<file path="config.mk">
export PLATFORM = sky130hd
export DESIGN_NAME = i2c_addr_rx
export DESIGN_NICKNAME = d
export VERILOG_FILES = /design/src/rtl/i2c_rx_pkg.sv /design/src/rtl/i2c_rx_sync.sv /design/src/rtl/i2c_rx_cond.sv /design/src/rtl/i2c_rx_shift.sv /design/src/rtl/i2c_addr_rx.sv
export SDC_FILE = /design/constraint.sdc
export NUM_CORES = 1
export LEC_CHECK = 0
export CAP_MARGIN = 40
export CORE_MARGIN = 2
export CORE_UTILIZATION = 62
export DETAILED_ROUTE_END_ITERATION = 16
export DONT_BUFFER_PORTS = 1
export PLACE_DENSITY = 0.76
export REMOVE_ABC_BUFFERS = 1
export SYNTH_ARGS = -nofsm -noshare
export SYNTH_HDL_FRONTEND = slang
export SYNTH_SLANG_ARGS = --single-unit
</file>
<file path="constraint.sdc">
create_clock -name clk -period 2.3 [get_ports clk]
set_input_delay 0.23 -clock clk [delete_from_list [all_inputs] [get_ports clk]]
set_output_delay 0.23 -clock clk [all_outputs]
set_load 0.1 [all_outputs]
</file>
<file path="src/rtl/i2c_rx_pkg.sv">
package i2c_rx_pkg;

  localparam int BYTE_W = 8;
  localparam logic [4:0] TEN_BIT_TAG = 5'b11110;

  typedef enum logic [2:0] {
    ST_IDLE,
    ST_ADDR_HI,
    ST_ADDR_LO,
    ST_DATA,
    ST_SKIP
  } rx_state_t;

  // 7-bit match: address bits live in 7:1 of both words
  function automatic logic addr7_hit(input logic [BYTE_W-1:0] rx, input logic [BYTE_W-1:0] cmp);
    return rx[BYTE_W-1:1] == cmp[BYTE_W-1:1];
  endfunction

  // first byte of a 10-bit address: tag plus A9 A8 against the register
  function automatic logic hi10_hit(input logic [BYTE_W-1:0] rx, input logic [BYTE_W-1:0] cmp);
    return (rx[BYTE_W-1:BYTE_W-5] == TEN_BIT_TAG) && (rx[BYTE_W-1:1] == cmp[BYTE_W-1:1]);
  endfunction

  // second byte of a 10-bit address: full equality
  function automatic logic lo10_hit(input logic [BYTE_W-1:0] rx, input logic [BYTE_W-1:0] cmp);
    return rx == cmp;
  endfunction

  function automatic logic may_accept(input logic bf, input logic ov);
    return !bf && !ov;
  endfunction

endpackage

</file>
<file path="src/rtl/i2c_rx_sync.sv">
module i2c_rx_sync #(
  parameter int STAGES = 2
) (
  input  logic clk,
  input  logic rst_n,
  input  logic d,
  output logic q,
  output logic q_prev
);
  localparam int LAST = STAGES;

  logic [LAST:0] chain;

  generate
    if (STAGES < 1) begin : g_bad
      initial $error("STAGES must be at least 1");
    end
  endgenerate

  always_ff @(posedge clk or negedge rst_n) begin
    if (!rst_n) chain <= '1;
    else        chain <= {chain[LAST-1:0], d};
  end

  assign q      = chain[LAST-1];
  assign q_prev = chain[LAST];
endmodule

</file>
<file path="src/rtl/i2c_rx_cond.sv">
module i2c_rx_cond (
  input  logic scl,
  input  logic scl_p,
  input  logic sda,
  input  logic sda_p,
  output logic scl_rise,
  output logic scl_fall,
  output logic start_det,
  output logic stop_det
);
  logic scl_high_both;

  assign scl_high_both = scl & scl_p;
  assign scl_rise  = scl & ~scl_p;
  assign scl_fall  = ~scl & scl_p;
  assign start_det = scl_high_both & sda_p & ~sda;
  assign stop_det  = scl_high_both & ~sda_p & sda;
endmodule

</file>
<file path="src/rtl/i2c_rx_shift.sv">
module i2c_rx_shift #(
  parameter int BYTE_W = 8
) (
  input  logic              clk,
  input  logic              rst_n,
  input  logic              restart,
  input  logic              enable,
  input  logic              scl_rise,
  input  logic              scl_fall,
  input  logic              sda,
  output logic [BYTE_W-1:0] rx_byte,
  output logic              byte_done,
  output logic              ack_end
);
  localparam int CNT_W = $clog2(BYTE_W + 3);
  localparam logic [CNT_W-1:0] C_FULL    = CNT_W'(BYTE_W);
  localparam logic [CNT_W-1:0] C_ACK_LOW = CNT_W'(BYTE_W + 1);
  localparam logic [CNT_W-1:0] C_ACK_HI  = CNT_W'(BYTE_W + 2);

  logic [CNT_W-1:0]  cnt;
  logic [BYTE_W-1:0] sr;

  assign byte_done = enable && scl_fall && (cnt == C_FULL);
  assign ack_end   = enable && scl_fall && (cnt == C_ACK_HI);
  assign rx_byte   = sr;

  always_ff @(posedge clk or negedge rst_n) begin
    if (!rst_n) begin
      cnt <= '0;
      sr  <= '0;
    end else if (restart) begin
      cnt <= '0;
    end else if (enable) begin
      if (scl_rise && cnt < C_FULL) begin
        sr  <= {sr[BYTE_W-2:0], sda};
        cnt <= cnt + 1'b1;
      end else if (scl_rise && cnt == C_ACK_LOW) begin
        cnt <= C_ACK_HI;
      end else if (byte_done) begin
        cnt <= C_ACK_LOW;
      end else if (ack_end) begin
        cnt <= '0;
      end
    end else begin
      cnt <= '0;
    end
  end
endmodule

</file>
<file path="src/rtl/i2c_addr_rx.sv">
module i2c_addr_rx
  import i2c_rx_pkg::*;
#(
  parameter int SYNC_STAGES = 2
) (
  input  logic              clk,
  input  logic              rst_n,
  input  logic              scl_i,
  input  logic              sda_i,
  output logic              scl_pull,
  output logic              sda_pull,
  input  logic              ten_bit_mode,
  input  logic              addr_wr_en,
  input  logic [BYTE_W-1:0] addr_wr_data,
  input  logic              buf_rd,
  input  logic              irq_clr,
  input  logic              ovf_clr,
  output logic [BYTE_W-1:0] rx_buf,
  output logic              buf_full,
  output logic              overflow,
  output logic              upd_addr,
  output logic              rd_wr,
  output logic              irq
);
  localparam int LINES = 2;

  // synchronised lines: index 0 = SCL, 1 = SDA
  logic [LINES-1:0] line_raw, line_s, line_p;
  assign line_raw = {sda_i, scl_i};

  generate
    for (genvar g = 0; g < LINES; g++) begin : g_sync
      i2c_rx_sync #(.STAGES(SYNC_STAGES)) u_sync (
        .clk(clk), .rst_n(rst_n), .d(line_raw[g]), .q(line_s[g]), .q_prev(line_p[g])
      );
    end
  endgenerate

  // named bus events
  logic scl_rise, scl_fall, start_det, stop_det;

  i2c_rx_cond u_cond (
    .scl(line_s[0]), .scl_p(line_p[0]), .sda(line_s[1]), .sda_p(line_p[1]),
    .scl_rise(scl_rise), .scl_fall(scl_fall), .start_det(start_det), .stop_det(stop_det)
  );

  rx_state_t         state, nxt_q, nxt_d;
  logic              counting, byte_done, ack_end;
  logic [BYTE_W-1:0] rx_byte;

  assign counting = (state != ST_IDLE) && (state != ST_SKIP);

  i2c_rx_shift #(.BYTE_W(BYTE_W)) u_shift (
    .clk(clk), .rst_n(rst_n), .restart(start_det | stop_det), .enable(counting),
    .scl_rise(scl_rise), .scl_fall(scl_fall), .sda(line_s[1]),
    .rx_byte(rx_byte), .byte_done(byte_done), .ack_end(ack_end)
  );

  logic [BYTE_W-1:0] cmp_reg, buf_reg;
  logic bf_q, ovf_q, ua_q, rw_q, irq_q, ack_q, hold_q;
  logic pend_irq, pend_ua, ten_ok;

  // decision made at the falling edge of the eighth pulse
  logic is_read, hit, accept, byte_load, ovf_set, ua_due;

  assign is_read = rx_byte[0];

  always_comb begin
    hit   = 1'b0;
    nxt_d = ST_SKIP;
    unique case (state)
      ST_ADDR_HI: begin
        if (!ten_bit_mode) begin
          hit   = addr7_hit(rx_byte, cmp_reg);
          nxt_d = is_read ? ST_SKIP : ST_DATA;
        end else begin
          hit   = hi10_hit(rx_byte, cmp_reg) && (!is_read || ten_ok);
          nxt_d = is_read ? ST_SKIP : ST_ADDR_LO;
        end
      end
      ST_ADDR_LO: begin
        hit   = lo10_hit(rx_byte, cmp_reg);
        nxt_d = ST_DATA;
      end
      ST_DATA: begin
        hit   = 1'b1;
        nxt_d = ST_DATA;
      end
      default: begin
        hit   = 1'b0;
        nxt_d = ST_SKIP;
      end
    endcase
    accept = hit && may_accept(bf_q, ovf_q);
    if (!accept && state != ST_DATA) nxt_d = ST_SKIP;
  end

  assign byte_load = byte_done && accept;
  assign ovf_set   = byte_done && hit && bf_q;
  assign ua_due    = accept && ten_bit_mode &&
                     ((state == ST_ADDR_HI && !is_read) || state == ST_ADDR_LO);

  // bus sequencing
  always_ff @(posedge clk or negedge rst_n) begin
    if (!rst_n) begin
      state    <= ST_IDLE;
      nxt_q    <= ST_IDLE;
      ack_q    <= 1'b0;
      pend_irq <= 1'b0;
      pend_ua  <= 1'b0;
      ten_ok   <= 1'b0;
    end else if (stop_det) begin
      state    <= ST_IDLE;
      ack_q    <= 1'b0;
      pend_irq <= 1'b0;
      pend_ua  <= 1'b0;
      ten_ok   <= 1'b0;
    end else if (start_det) begin
      state    <= ST_ADDR_HI;
      ack_q    <= 1'b0;
      pend_irq <= 1'b0;
      pend_ua  <= 1'b0;
    end else if (byte_done) begin
      ack_q    <= accept;
      pend_irq <= hit;
      pend_ua  <= ua_due;
      nxt_q    <= nxt_d;
      if (accept && ten_bit_mode && state == ST_ADDR_HI && !is_read) ten_ok <= 1'b0;
      if (accept && state == ST_ADDR_LO) ten_ok <= 1'b1;
    end else if (ack_end) begin
      ack_q    <= 1'b0;
      pend_irq <= 1'b0;
      pend_ua  <= 1'b0;
      state    <= nxt_q;
    end
  end

  // host-visible status
  always_ff @(posedge clk or negedge rst_n) begin
    if (!rst_n) begin
      cmp_reg <= '0;
      buf_reg <= '0;
      bf_q    <= 1'b0;
      ovf_q   <= 1'b0;
      ua_q    <= 1'b0;
      rw_q    <= 1'b0;
      irq_q   <= 1'b0;
      hold_q  <= 1'b0;
    end else begin
      if (addr_wr_en) cmp_reg <= addr_wr_data;

      if (byte_load) begin
        buf_reg <= rx_byte;
        bf_q    <= 1'b1;
      end else if (buf_rd) begin
        bf_q    <= 1'b0;
      end

      if (ovf_set)      ovf_q <= 1'b1;
      else if (ovf_clr) ovf_q <= 1'b0;

      if (byte_done && hit && state == ST_ADDR_HI) rw_q <= is_read;

      if (ack_end && pend_irq) irq_q <= 1'b1;
      else if (irq_clr)        irq_q <= 1'b0;

      if (ack_end && pend_ua) begin
        ua_q   <= 1'b1;
        hold_q <= 1'b1;
      end else if (addr_wr_en) begin
        ua_q   <= 1'b0;
        hold_q <= 1'b0;
      end
    end
  end

  assign scl_pull = hold_q;
  assign sda_pull = ack_q;
  assign rx_buf   = buf_reg;
  assign buf_full = bf_q;
  assign overflow = ovf_q;
  assign upd_addr = ua_q;
  assign rd_wr    = rw_q;
  assign irq      = irq_q;
endmodule

</file>
Word level (Yosys, flattened, before mapping):

Index checks and enable logic that the tools add are counted.

* div/mod/pow operators: 0
* shift-type cells: 0
* reductions and logical operators: 43
* magnitude comparators: 1
* multiplexer cells: 40
* $mul: 0
* add/subtract/negate cells: 1
* equal/unequal tests: 14
* bitwise gates (word level): 15

Operator list (number)
* 1-bit two-way mux: 24
* 3-bit two-way mux: 8
* 4-bit two-way mux: 6
* 1-bit logical AND: 23
* 4-bit equality test, second input constant: 3
* 2-bit nonzero test: 5
* 3-bit AND reduction: 3
* 3-bit nonzero test: 3
* 8-bit equality test: 1
* 1-bit AND: 7
* 7-bit equality test: 1
* 1-bit inverter: 7
* 3-bit by 2-bit equality test with 1-bit output, second input constant: 2
* 3-bit != test, second input constant: 2
* 6-bit by 5-bit != test with 1-bit output, second input constant: 1
* 3-bit one-hot mux with 2 select lines: 1
* 5-bit equality test, second input constant: 1
* 4-bit by 1-bit adder with 4-bit output, second input constant: 1
* 1-bit zero test: 4
* 4-bit < comparator, second input constant: 1
* 4-bit nonzero test: 1
* 3-bit by 1-bit equality test with 1-bit output, second input constant: 1
* 3-bit by 2-bit != test with 1-bit output, second input constant: 1
* 1-bit one-hot mux with 3 select lines: 1
* other kinds (5): 6

* output and inout port bits: 15
* latch bits: 0
* ROM bits: 0
* bits in writable memories: 0
* register bits after elaboration: 49
* memories kept: 0
* input bits: 17

Longest topological paths before layout:

* word-level depth: 14
* mapped depth: 8
* depth with buffers taken out: 7

Hierarchy:

A second synthesis with hierarchy kept.

* cells, all modules: 192
* area, all modules: 2349.8 um2

Modules (own cells, without submodules)
* i2c_addr_rx: cells an instance 128, area an instance 1531.5 um2, instances 1
* i2c_rx_shift: cells an instance 54, area an instance 628.1 um2, instances 1
* i2c_rx_sync: cells an instance 3, area an instance 78.8 um2, instances 2
* i2c_rx_cond: cells an instance 4, area an instance 32.5 um2, instances 1

Worst setup path after synthesis:

Ideal clock, no wire load.

* path type: flip-flop to flip-flop
* from: register bf_q (netlist: buf_full)
* to: register buf_reg[7] (netlist: rx_buf[7])
* setup time: 126 ps
* stages on the path, launching flop included: 5
* path buffers: 1
* data arrival time: 1861 ps
* path slack: 313 ps
* data required time: 2174 ps
* path through: dfrtp_1 -> nor2_1 -> nand2_2 -> buf_6 -> a221o_1

* longest elaborated chain between the ends: 4

Ends and longest elaborated chain
* start: declaration: line i2c_addr_rx.sv:60 `logic bf_q, ovf_q, ua_q, rw_q, irq_q, ack_q, hold_q;`
* start signal: assignment: line i2c_addr_rx.sv:143 `bf_q <= 1'b0;`
* start signal: assignment: line i2c_addr_rx.sv:154 `bf_q <= 1'b1;`
* start signal: assignment: line i2c_addr_rx.sv:156 `bf_q <= 1'b0;`
* 1-bit zero test: line i2c_rx_pkg.sv:30 `return !bf && !ov;`
* 1-bit logical AND: line i2c_rx_pkg.sv:30
* 1-bit logical AND: line i2c_addr_rx.sv:94 `accept = hit && may_accept(bf_q, ovf_q);`
* 1-bit logical AND: line i2c_addr_rx.sv:98 `assign byte_load = byte_done && accept;`
* end signal: assignment: line i2c_addr_rx.sv:153 `buf_reg <= rx_byte;`
* end: declaration: line i2c_addr_rx.sv:59 `logic [BYTE_W-1:0] cmp_reg, buf_reg;`

Every way passes these cells.
A chain may end at the register's enable or synchronous reset.

Worst setup path after layout:

* from: register u_shift.sr[0] (netlist: u_shift.rx_byte[0])
* to: register buf_reg[2] (netlist: rx_buf[2])

* longest elaborated chain between the ends: 7
* elaborated cells between the ends (all ways): 8
* classes of those cells: 1 x eq/ne; 2 x mux; 5 x reduce/logical

Ends and longest elaborated chain
* start: declaration: line i2c_rx_shift.sv:21 `logic [BYTE_W-1:0] sr;`
* start signal: assignment: line i2c_rx_shift.sv:35 `sr <= {sr[BYTE_W-2:0], sda};`
* 1-bit zero test: line i2c_addr_rx.sv:77 `hit = hi10_hit(rx_byte, cmp_reg) && (!is_read || ten_ok);`
* 1-bit logical OR: line i2c_addr_rx.sv:77
* 1-bit logical AND: line i2c_addr_rx.sv:77
* 1-bit two-way mux: line i2c_addr_rx.sv:73 `if (!ten_bit_mode) begin`
* 1-bit one-hot mux with 3 select lines *: line i2c_addr_rx.sv:71 `unique case (state)`
* 1-bit logical AND *: line i2c_addr_rx.sv:94
* 1-bit logical AND *: line i2c_addr_rx.sv:98

Every way passes the cells marked *; elsewhere a longest branch is shown, timed or not.

==> impl_summary.log <==
[metrics] Initial DRC Count: about 150
[metrics] slowest stage cell, crit path: a21oi_1
[metrics] GRT Residual Overflow: 0
[metrics] Max Slew Vio Count: 0
[metrics] final period utilization: 87.66%
[metrics] class of the most critical hold timing path: primary input to register
[metrics] Synth Instances: between 200 and 250
[metrics] global-route wire length before repair: 8.445 mm
[metrics] clock net sink count: between 40 and 50
[metrics] mux contribution to synthesized area: 6.886%
[metrics] number of flops mapped to enable cells by yosys: 0
[metrics] compound-cell area share of the yosys netlist: about 17%
[metrics] number of global-route vias before repair: approximately 1800
[metrics] Hold Worst Slack: 0.01929 ns
[metrics] antenna-violating nets left: 0
[metrics] number of rows created at floorplan: 22
[metrics] Routed Wire Length: about 4.9 mm
[metrics] synthesis-to-finish area growth: 11.00%
[metrics] routed via count divided by cell count: roughly 6.2
[metrics] DIE HEIGHT: 66.67 um
[metrics] HPWL Detailed: around 3.6 mm
[metrics] xor and xnor fraction of the mapped netlist area: ~3.2%
[metrics] simple logic cell fraction of the synthesized area: between 15 and 20%
[metrics] async set-reset flop share out of synthesis: 100.0%
[metrics] Die W: around 67 um
[metrics] reported max-cap violation count: 0
[metrics] total area of sequential cells: ~0.0012 mm^2
[metrics] diode count: 0
[metrics] fraction of the mapped netlist area in adder cells: about 2.1%
[metrics] cts bufs inserted: 5
[metrics] DRC violations left: 0
[metrics] number of buffers between clock root and the deepest sink: 2
[metrics] clock tree from TritonCTS: done
[metrics] critical path startpoint: u_shift.rx_byte[0]$_DFFE_PN0P_
[metrics] Global Route Usage Sum: approximately 26%
[metrics] most frequent cells in the layout: 42 x dfrtp_1, 23 x nand2_1, 15 x buf_4
[metrics] clock-pin slew reported for the worst setup and hold paths after clock tree synthesis: 0.09 ns
[metrics] number of filler cells placed in the layout: 279
[metrics] transition time at the pin with the least slew margin: 0.8905 ns
[metrics] number of antenna violations at the first check in global routing: 0
[metrics] CP required: between 2 and 2.5 ns
[metrics] Routed WL per cell: 17.05 um
[metrics] clock insertion delay at the later pin of the skew report: about 0.3 ns
[metrics] final weighted congestion in routability-driven placement: 0.8464
[metrics] syn_area_per_cell: ~11 um^2
[metrics] Cell variety after synth: between 50 and 60
[metrics] biggest fanout along the worst timing path: 11
[metrics] Reg2Reg Capture Point: rx_buf[2]$_DFFE_PN0P_
[metrics] slowest stage delay, CP: slightly above 0.7 ns
[metrics] FF-to-FF path depth: 5
[metrics] number of synthesized register bits: 49
[metrics] power per cell area: ~790 mW/mm^2
[metrics] drt first pass iters: 4
[metrics] worst IR drop on VDD: 0.0005922 V
[metrics] commonest non-fill, non-tap cell in the layout: dfrtp_1
[metrics] capturing element type of the critical path: register
[metrics] status: finished, final reports clean
[metrics] Register-to-Register Setup Slack: approximately 0.28 ns
[metrics] initial core utilization: 65.52%
[metrics] # resized after CTS: 0
[metrics] Main synth FF type: dfrtp_1
[metrics] main combinational cell family by area after synthesis: compound AO/OA/AOI/OAI gates
[metrics] Total Neg Setup Slack: 0 ns
[metrics] worst-case headroom to the max-slew limit: between 40 and 50%
[metrics] critical path cell sequence: xor2_1 -> or3_1 -> o21ai_2 -> a21oi_1 -> o211ai_1
[metrics] DIE AREA: between 0.004 and 0.005 mm^2
[metrics] clk root buf: clkbuf_8
[metrics] vias: 1804
[metrics] number of warnings printed during yosys synthesis: 0
[metrics] fin crit period: a little over 2 ns
[metrics] area of the mapped netlist: 0.002435 mm^2
[metrics] unrepaired setup endpoints after global routing: no
[metrics] arrival time of the worst setup path: ~2.2 ns
[metrics] share of layout cells above drive strength 1: 22.82%
[metrics] sequential fraction of the synthesis area: 50.67%
[metrics] Reg-to-Reg Start: u_shift.rx_byte[0]$_DFFE_PN0P_
[metrics] share of the core filled with cells in the final layout: 72.73%
[metrics] number of levels the H-tree was split into: 2
[metrics] FMAX: between 400 and 500 MHz
[metrics] # setup viols final: 0
[metrics] largest net degree at the start of global routing: 50
[metrics] final net count: ~260
[metrics] number of setup buffers added after CTS: 0
[metrics] port buffer count: 0
[metrics] Hold Fails Final Rpt: 0
[metrics] worst setup path class: register to register
[metrics] Boundary Pins: 32
[metrics] Startpoint Class: register
[metrics] Leakage: between 1 and 1.5 nW
[metrics] critical path capture point: rx_buf[2]$_DFFE_PN0P_
[metrics] Final Skew: just over 0.01 ns
[metrics] total area of multi-input combinational cells: around 0.0011 mm^2
[metrics] core region area: approximately 0.0037 mm^2
[report_power, final]
part	switching, W	internal, W	leakage, nW
clock	0.000272	0.000272	0.0542
combinational	0.000244	0.000215	0.486
sequential	0.000140	0.000982	0.586
[worst max-delay path, delay by kind of cell (launching register included)]
family	cells	cell delay (ns)
flops	1	0.43
compound gates	3	1.01
xor+xnor	1	0.21
simple gates	1	0.22
[synth_stat cells, drive strengths merged, types with 2 or more instances]
cell    instances  area share [%]
xor2            2            0.72
inv            12             1.8
nor4b           2             1.6
nor3            4             1.0
clkbuf          3            0.46
nor2b           3            0.77
mux2           14             6.5
a31oi           5             1.3
o211ai         11             3.4
ha              4             2.1
dfstp           6             6.5
nand2b          5             1.3
a21oi           8             1.6
nand3           9             2.1
o31ai           3             1.1
or2             3            0.77
o21ai          15             3.2
a32o            2            0.82
nor2            7             1.1
xnor2           7             2.5
a221o           2            0.82
buf             8             2.2
and3            4             1.0
o311ai          2             1.0
nand3b          2            0.62
dfrtp          43              44
o41a            2            0.92
nand2          24             3.8
[area by class of cell]
type	count	share of cell area, %
sequential	49	45.69
multi-input combinational	153	40.37
timing repair buffer	19	6.296
clock buffer	7	3.565
tap	48	2.222
inverter	12	1.667
clock inverter	1	0.1852
[metal layers]
layer | track usage [%] | wire, um | share of wire (%)
met5 | 0 | 0 | 0
met3 | 6.757 | 370 | 7.5
met2 | 41.13 | 2287 | 46
met1 | 34.04 | 2185 | 44
met4 | 9.184 | 83 | 1.7
[cell families after synthesis]
group | after synthesis
muxes | 15
adders and majority gates | 4
buffers and inverters | 23
DFF | 49
and+or+nand+nor | 67
AOI/OAI and AO/OA | 58
xor gates and xnor gates | 9
[metrics by stage]
step	instance area [um^2]	instances	total power, W	worst slack (ns)
2_1_floorplan	2370	214	0.001443	0.3301
6_report	2703	289	0.002124	0.2837
3_3_place_gp	2544	277	0.001534	0.4020
3_5_place_dp	2544	277	0.001563	0.3221
4_1_cts	2703	289	0.002138	0.2981
5_1_grt	2703	289	0.002249	0.09926
[how the worst min path moves through the flow]
stage | cells after the start | to | from | slack (ns)
floorplan | 0 | buf_full$_DFFE_PN0P_ | rst_n | -0.07
global placement | 0 | irq$_DFFE_PN0P_ | rst_n | -0.06
detailed placement | 0 | pend_irq$_DFFE_PN0P_ | rst_n | -0.06
CTS | 1 | overflow$_DFFE_PN0P_ | ovf_clr | 0.02
global route | 1 | ten_ok$_DFFE_PN0P_ | ten_bit_mode | 0.03
finish | 1 | overflow$_DFFE_PN0P_ | ovf_clr | 0.02
[what timing repair did]
item | in CTS | in global routing
endpoints found under the setup margin | 0 | 0
hold buffers | 4 | 0
endpoints found under the hold margin | 51 | 0
No activity file was read; power rests on OpenSTA's default activity.
